### config.mk
export PLATFORM = sky130hd
export DESIGN_NAME = fw_loader
export DESIGN_NICKNAME = d
export VERILOG_FILES = /design/src/rtl/fwl_pkg.sv /design/src/rtl/fwl_regdec.sv /design/src/rtl/fwl_crc16.sv /design/src/rtl/fwl_seq.sv /design/src/rtl/fw_loader.sv
export SDC_FILE = /design/constraint.sdc
export NUM_CORES = 1
export LEC_CHECK = 0
export CAP_MARGIN = 10
export CORE_ASPECT_RATIO = 0.5
export CORE_MARGIN = 2
export CORE_UTILIZATION = 40
export DETAILED_ROUTE_END_ITERATION = 8
export DONT_BUFFER_PORTS = 1
export PLACE_DENSITY = 0.58
export SETUP_SLACK_MARGIN = 0.1
export SLEW_MARGIN = 20
export SYNTH_ARGS = -nofsm -noshare
export SYNTH_HDL_FRONTEND = slang
export SYNTH_SLANG_ARGS = --single-unit
export TNS_END_PERCENT = 30
### constraint.sdc
create_clock -name clk -period 4.8 [get_ports clk]
set_input_delay 0.96 -clock clk [delete_from_list [all_inputs] [get_ports clk]]
set_output_delay 0.96 -clock clk [all_outputs]
set_load 0.01 [all_outputs]
### src/rtl/fwl_pkg.sv
package fwl_pkg;
  localparam int BYTE_W = 8;
  localparam int CRC_W  = 16;
  localparam logic [CRC_W-1:0] CRC_POLY = 16'h1021;

  localparam logic [7:0] REG_START  = 8'h10;
  localparam logic [7:0] REG_DATA   = 8'h11;
  localparam logic [7:0] REG_COUNT  = 8'h12;
  localparam logic [7:0] REG_XFER   = 8'h13;
  localparam logic [7:0] REG_STATUS = 8'h14;
  localparam logic [7:0] REG_IDENT  = 8'h15;

  localparam logic [7:0] ARM_CODE = 8'h81;
  localparam int HOLD_BIT = 7;

  typedef enum logic [2:0] {
    PH_IDLE,
    PH_LOAD,
    PH_CRC_HI,
    PH_CRC_LO,
    PH_DONE
  } phase_t;

  // One byte folded into the running CRC, high bit first.
  function automatic logic [CRC_W-1:0] crc_fold(input logic [CRC_W-1:0] acc,
                                                input logic [BYTE_W-1:0] b);
    logic [CRC_W-1:0] r;
    r = acc ^ {b, {(CRC_W-BYTE_W){1'b0}}};
    for (int i = 0; i < BYTE_W; i++) begin
      if (r[CRC_W-1]) r = {r[CRC_W-2:0], 1'b0} ^ CRC_POLY;
      else            r = {r[CRC_W-2:0], 1'b0};
    end
    return r;
  endfunction
endpackage

### src/rtl/fwl_regdec.sv
module fwl_regdec
  import fwl_pkg::*;
(
  input  logic        clk,
  input  logic        rst_n,
  input  logic        bus_wr,
  input  logic        bus_rd,
  input  logic [7:0]  bus_addr,
  input  logic [7:0]  bus_wdata,
  output logic        arm,
  output logic [15:0] arm_addr,
  output logic        data_stb,
  output logic        count_stb,
  output logic        xfer_stb,
  output logic        rd_stb
);
  logic [1:0] seq_idx;
  logic [7:0] hi_q, lo_q;
  logic       wr_start;

  assign wr_start  = bus_wr && (bus_addr == REG_START);
  assign data_stb  = bus_wr && (bus_addr == REG_DATA);
  assign count_stb = bus_wr && (bus_addr == REG_COUNT);
  assign xfer_stb  = bus_wr && (bus_addr == REG_XFER);
  assign rd_stb    = bus_rd;

  assign arm      = wr_start && (seq_idx == 2'd2) && (bus_wdata == ARM_CODE);
  assign arm_addr = {hi_q, lo_q};

  always_ff @(posedge clk) begin
    if (!rst_n) begin
      seq_idx <= 2'd0;
      hi_q    <= '0;
      lo_q    <= '0;
    end else if (wr_start) begin
      case (seq_idx)
        2'd0: begin hi_q <= bus_wdata; seq_idx <= 2'd1; end
        2'd1: begin lo_q <= bus_wdata; seq_idx <= 2'd2; end
        default: seq_idx <= 2'd0;
      endcase
    end else if (bus_wr || bus_rd) begin
      seq_idx <= 2'd0;
    end
  end
endmodule

### src/rtl/fwl_crc16.sv
module fwl_crc16
  import fwl_pkg::*;
(
  input  logic              clk,
  input  logic              rst_n,
  input  logic              clr,
  input  logic              upd,
  input  logic [BYTE_W-1:0] din,
  output logic [CRC_W-1:0]  crc
);
  always_ff @(posedge clk) begin
    if (!rst_n)   crc <= '0;
    else if (clr) crc <= '0;
    else if (upd) crc <= crc_fold(crc, din);
  end
endmodule

### src/rtl/fwl_seq.sv
module fwl_seq
  import fwl_pkg::*;
#(
  parameter int RAM_AW = 13
) (
  input  logic              clk,
  input  logic              rst_n,
  input  logic              arm,
  input  logic [RAM_AW-1:0] arm_index,
  input  logic [7:0]        count,
  input  logic              data_stb,
  input  logic [BYTE_W-1:0] data_byte,
  input  logic              rd_stb,
  output logic              ram_we,
  output logic [RAM_AW-1:0] ram_addr,
  output logic [BYTE_W-1:0] ram_wdata,
  output logic              ev_payload,
  output logic              ev_crc_lo,
  output logic              ev_close,
  output logic [CRC_W-1:0]  rx_crc,
  output logic              chunk_open
);
  phase_t            ph;
  logic [RAM_AW-1:0] ptr;
  logic [7:0]        left;
  logic [7:0]        rx_hi;

  assign ev_payload = data_stb && (ph == PH_LOAD);
  assign ev_crc_lo  = data_stb && (ph == PH_CRC_LO);
  assign ev_close   = rd_stb && (ph == PH_DONE);
  assign rx_crc     = {rx_hi, data_byte};
  assign chunk_open = (ph != PH_IDLE);

  always_ff @(posedge clk) begin
    if (!rst_n) begin
      ram_we    <= 1'b0;
      ram_addr  <= '0;
      ram_wdata <= '0;
    end else begin
      ram_we <= ev_payload;
      if (ev_payload) begin
        ram_addr  <= ptr;
        ram_wdata <= data_byte;
      end
    end
  end

  always_ff @(posedge clk) begin
    if (!rst_n) begin
      ph    <= PH_IDLE;
      ptr   <= '0;
      left  <= '0;
      rx_hi <= '0;
    end else if (arm) begin
      ptr  <= arm_index;
      left <= count;
      ph   <= (count == 8'd0) ? PH_CRC_HI : PH_LOAD;
    end else begin
      case (ph)
        PH_LOAD: if (data_stb) begin
          ptr  <= ptr + 1'b1;
          left <= left - 8'd1;
          if (left == 8'd1) ph <= PH_CRC_HI;
        end
        PH_CRC_HI: if (data_stb) begin
          rx_hi <= data_byte;
          ph    <= PH_CRC_LO;
        end
        PH_CRC_LO: if (data_stb) ph <= PH_DONE;
        PH_DONE:   if (rd_stb)   ph <= PH_IDLE;
        default: ;
      endcase
    end
  end
endmodule

### src/rtl/fw_loader.sv
module fw_loader
  import fwl_pkg::*;
#(
  parameter int          RAM_AW  = 13,
  parameter logic [15:0] HI_BASE = 16'h1000
) (
  input  logic              clk,
  input  logic              rst_n,
  input  logic              cfg_hi_base,
  input  logic              bus_wr,
  input  logic              bus_rd,
  input  logic [7:0]        bus_addr,
  input  logic [7:0]        bus_wdata,
  output logic [7:0]        bus_rdata,
  output logic              ram_we,
  output logic [RAM_AW-1:0] ram_addr,
  output logic [7:0]        ram_wdata,
  output logic              mcu_reset
);
  logic              ev_arm, data_stb, count_stb, xfer_stb, rd_stb;
  logic [15:0]       arm_addr, base_addr, arm_off;
  logic [RAM_AW-1:0] arm_index;
  logic [7:0]        count_q;
  logic              ev_payload, ev_crc_lo, ev_close, chunk_open;
  logic [CRC_W-1:0]  rx_crc, crc_val;
  logic              crc_rcvd, crc_ok, xfer_done;

  fwl_regdec u_dec (
    .clk(clk), .rst_n(rst_n), .bus_wr(bus_wr), .bus_rd(bus_rd),
    .bus_addr(bus_addr), .bus_wdata(bus_wdata),
    .arm(ev_arm), .arm_addr(arm_addr), .data_stb(data_stb),
    .count_stb(count_stb), .xfer_stb(xfer_stb), .rd_stb(rd_stb)
  );

  assign base_addr = cfg_hi_base ? HI_BASE : 16'h0000;
  assign arm_off   = arm_addr - base_addr;
  assign arm_index = arm_off[RAM_AW-1:0];

  fwl_seq #(.RAM_AW(RAM_AW)) u_seq (
    .clk(clk), .rst_n(rst_n), .arm(ev_arm), .arm_index(arm_index),
    .count(count_q), .data_stb(data_stb), .data_byte(bus_wdata),
    .rd_stb(rd_stb), .ram_we(ram_we), .ram_addr(ram_addr),
    .ram_wdata(ram_wdata), .ev_payload(ev_payload), .ev_crc_lo(ev_crc_lo),
    .ev_close(ev_close), .rx_crc(rx_crc), .chunk_open(chunk_open)
  );

  fwl_crc16 u_crc (
    .clk(clk), .rst_n(rst_n), .clr(ev_arm), .upd(ev_payload),
    .din(bus_wdata), .crc(crc_val)
  );

  always_ff @(posedge clk) begin
    if (!rst_n) begin
      count_q   <= '0;
      crc_rcvd  <= 1'b0;
      crc_ok    <= 1'b0;
      xfer_done <= 1'b0;
      mcu_reset <= 1'b0;
    end else begin
      if (count_stb) count_q <= bus_wdata;
      if (ev_arm) begin
        crc_rcvd  <= 1'b0;
        crc_ok    <= 1'b0;
        xfer_done <= 1'b0;
      end else if (ev_crc_lo) begin
        crc_rcvd <= 1'b1;
        crc_ok   <= (rx_crc == crc_val);
      end
      if (xfer_stb) begin
        mcu_reset <= bus_wdata[HOLD_BIT];
        xfer_done <= bus_wdata[HOLD_BIT] && crc_rcvd;
      end
    end
  end

  always_comb begin
    case (bus_addr)
      REG_STATUS: bus_rdata = {3'b000, chunk_open, mcu_reset, xfer_done, crc_ok, crc_rcvd};
      REG_COUNT:  bus_rdata = count_q;
      REG_IDENT:  bus_rdata = {3'b000, cfg_hi_base, 4'h0};
      default:    bus_rdata = 8'h00;
    endcase
  end
endmodule

==> results_tabular.tex <==
\begin{tabular}{lr}
\hline
Metric & Value \\
\hline
\multicolumn{2}{l}{\textbf{Cells and area}} \\
Share of the core filled with cells in the final layout & 44.3\% \\
Final non-filler cell total & 672 \\
Most common library cell in the layout ignoring fill and taps & dfxtp\_1 \\
Non-Filler Cell Area, Final & 0.00494 sq mm \\
Highest-count cells in the layout ignoring fill and taps & dfxtp\_1, nand2\_1, nor2\_1 \\
Antenna diode instance count & 0 \\
Share of final-layout standard cells stronger than drive strength 1 & 7.02\% \\
Growth of design area from synthesis to finish & 6.51\% \\
Count of nets after finishing & 547 \\
Count of fill cells added during filler insertion & 1,118 \\
\multicolumn{2}{l}{\textbf{CTS}} \\
Clock buffers created by TritonCTS & 9 \\
Number of buffers inserted by hold repair at cts & 0 \\
Buffer count from post-CTS setup fixing & 0 \\
TritonCTS clock tree & yes \\
Clock tree root driver cell & clkbuf\_16 \\
Clock latency on the worst-skew pair & 350 ps \\
Post-cts repair resize count & 0 \\
Number of sinks handled by clock tree synthesis & 97 \\
Clock slew seen by the registers of the worst setup and hold paths & 60 ps \\
CTS H-tree lvls & 3 \\
Maximum clock insertion buffer count & 2 \\
\multicolumn{2}{l}{\textbf{Drt}} \\
Residual DRC & 0 \\
Final routed wirelength across all metal layers & 11,600 um \\
Vias & 3,695 \\
WL per Instance & 17.2 um \\
Number of vias per cell & 5.50 \\
Drt first pass iters & 4 \\
1st-iter DRT viols & 259 \\
Count of antenna-violating nets left after detailed routing & 0 \\
\multicolumn{2}{l}{\textbf{Yosys}} \\
Average footprint of a synthesized cell & 8.49 sq um \\
Netlist cell types & 53 \\
Share of synthesized flip-flops with an asynchronous set or reset & 0\% \\
Yosys top cell by area & dfxtp\_1 \\
Synth area leaders & dfxtp\_1, mux2i\_1, nand2\_1, xnor2\_1, a21oi\_1 \\
Portion of the post-synthesis area used by sequential elements & 41.9\% \\
Number of synthesized flops with an enable pin & 0 \\
Post-Synthesis Cells & 546 \\
FF+latch count, synth & 97 \\
Yosys Warn Count & 0 \\
Dominant register cell in the synthesized netlist & dfxtp\_1 \\
Cell area after technology mapping & 0.00463 sq mm \\
Share of the synthesized area in the top cell type & 41.9\% \\
Syn\_nets & 570 \\
\multicolumn{2}{l}{\textbf{GRT}} \\
Overflow left after global routing & 0 \\
Largest net degree at the start of global routing & 57 \\
GR met3 Demand/Resource & 4.80\% \\
GR Util met2 & 30.5\% \\
Peak-usage layer in the global routing report & met2 \\
Total routing usage reported by global routing & 19.4\% \\
Via count of the first global-routing pass & 3,540 \\
Global routing usage on met1 & 26.5\% \\
Global-route wire length before repair & 18,800 um \\
Number of antenna violations at the first check in global routing & 0 \\
\multicolumn{2}{l}{\textbf{STA}} \\
Fmax & 0.277 GHz \\
RSZ-0062 raised after global routing & no \\
Hold violation count in the final report & 0 \\
Worst slew slack as a fraction of its limit & 34.9\% \\
Tmin final & 3610 ps \\
Number of pins with negative max-slew slack in the final report & 0 \\
Setup violators final & 0 \\
Final setup margin & 1190 ps \\
Share of the clock period used by the worst path after layout & 75.1\% \\
Measured slew at the worst slew-check pin & 974 ps \\
Worst Hold Margin & 475 ps \\
Clock Skews & 8.56 ps \\
Setup TNS after final layout & 0 ps \\
\multicolumn{2}{l}{\textbf{Pwr}} \\
Lkg Pwr & 1.61 nW \\
Power Total & 1.51 mW \\
Pwr/cell area & 306 mW/mm\^{}2 \\
Maximum vdd drop & 0.153 mV \\
\multicolumn{2}{l}{\textbf{Die}} \\
Standard-cell row count & 27 \\
Core ar. & 0.0111 sq mm \\
Full die area & 0.0125 sq mm \\
Die H & 80.1 um \\
Starting density of the core & 41.6\% \\
Chip Width & 156 um \\
Number of top-level design ports & 52 \\
\multicolumn{2}{l}{\textbf{Setup path}} \\
Data required time at the worst endpoint & 3840 ps \\
Startpoint class of the critical path & primary input \\
Critical path endpoint category & output port \\
Peak fanout along the critical path & 8 \\
Critical path type & primary input to output port \\
Data arrival time of the worst path & 2650 ps \\
\multicolumn{2}{l}{\textbf{Worst hold path}} \\
Worst min path class & register to register \\
\multicolumn{2}{l}{\textbf{Job}} \\
Total of max-cap violations & 0 \\
\multicolumn{2}{l}{\textbf{Placement}} \\
Worst setup slack after placement & 1180 ps \\
Routability congestion estimate & 0.835 \\
I/O Buffers & 0 \\
HPWL after DPL & 7670 um \\
Placed cell count & 657 \\
Placed instance area & 0.00467 sq mm \\
\multicolumn{2}{l}{\textbf{Status}} \\
Run status & complete, no violations \\
\hline
\end{tabular}
## registers in the layout (all words and copies together), names as in the netlist
register / cells
u_seq.ram_addr: 13
u_seq.ph: 3
u_seq.rx_hi: 8
crc_rcvd: 1
count_q: 8
mcu_reset: 1
u_dec.seq_idx: 2
u_seq.left: 8
u_seq.ram_wdata: 8
u_dec.hi_q: 5
u_dec.lo_q: 8
u_seq.ram_we: 1
u_seq.ptr: 13
xfer_done: 1
crc_ok: 1
u_crc.crc: 16
## report_power, final
part           leakage [nW]  internal, mW  total (mW)  switching [mW]
logic                 0.703        0.0181      0.0468          0.0287
registers             0.781         0.804       0.805        0.000197
clock network         0.126         0.351       0.660           0.310
total                  1.61          1.17        1.51           0.338
## cells by family (layout without fill, tap and decap cells)
family,count (synthesis),after routing,synth area share (%)
xor+xnor,43,43,8.13
flops,97,97,41.9
buf+inv,44,25,4.27
simple gates,222,222,23.8
fa+ha+maj,3,3,0.810
mux,37,37,7.99
compound gates,100,100,13.1
## area by class of cell
type	instances	area, sq um	area share (%)
inverter	7	26.3	0.532
clock buffer	11	233	4.71
timing repair buffer	3	22.5	0.456
sequential	97	1940	39.3
tap	145	181	3.68
clock inverter	4	30.0	0.608
multi-input combinational	405	2500	50.7
## routing by layer
layer | wire [um] | up-vias | part of all wire [%]
li1 | - | 1851 | -
met1 | 5570 | 1739 | 48
met2 | 5110 | 93 | 44
met3 | 754 | 12 | 6.5
met4 | 110 | 0 | 0.95
met5 | 0 | - | 0
## path summary, 6_finish.rpt
| check | startpoint | end | slack (ps) | cells past startpoint |
|---|---|---|---|---|
| worst max register to register | u_seq.ph[0]$_SDFFE_PN0P_ | u_seq.ptr[11]$_SDFFE_PN0P_ | 2130 | 5 |
| worst min-delay path | xfer_done$_SDFFE_PN0P_ | xfer_done$_SDFFE_PN0P_ | 480 | 2 |
| worst min register to register | xfer_done$_SDFFE_PN0P_ | xfer_done$_SDFFE_PN0P_ | 480 | 2 |
| worst max-delay path | bus_addr[5] | bus_rdata[0] | 1190 | 4 |
## synthesized netlist by cell type, types with 2 or more instances
cell	number
nand4_1	8
or2_2	3
nor4_1	7
buf_6	2
o21a_1	3
buf_2	8
nor3_1	12
a22o_1	4
ha_1	3
a22oi_1	2
o31ai_1	2
and2_1	4
nor2_1	60
buf_4	2
and3_1	3
nor4b_1	2
or4_1	2
mux2i_1	37
or3_1	2
a211oi_1	7
o21ai_0	5
dfxtp_1	97
clkbuf_1	25
nand2_1	83
nand3_1	15
inv_1	7
a31oi_1	2
a32oi_1	2
nor4b_2	3
o211ai_1	3
a21oi_1	55
xor2_1	8
xnor2_1	35
nor3_2	4
o22ai_1	10
nand4b_1	2
## worst max-delay path, stage by stage
cell	delay (ps)
nor4b_2	490
nand2_1	140
nor4_1	740
a22o_1	320
(Power assumes the default switching activity.)
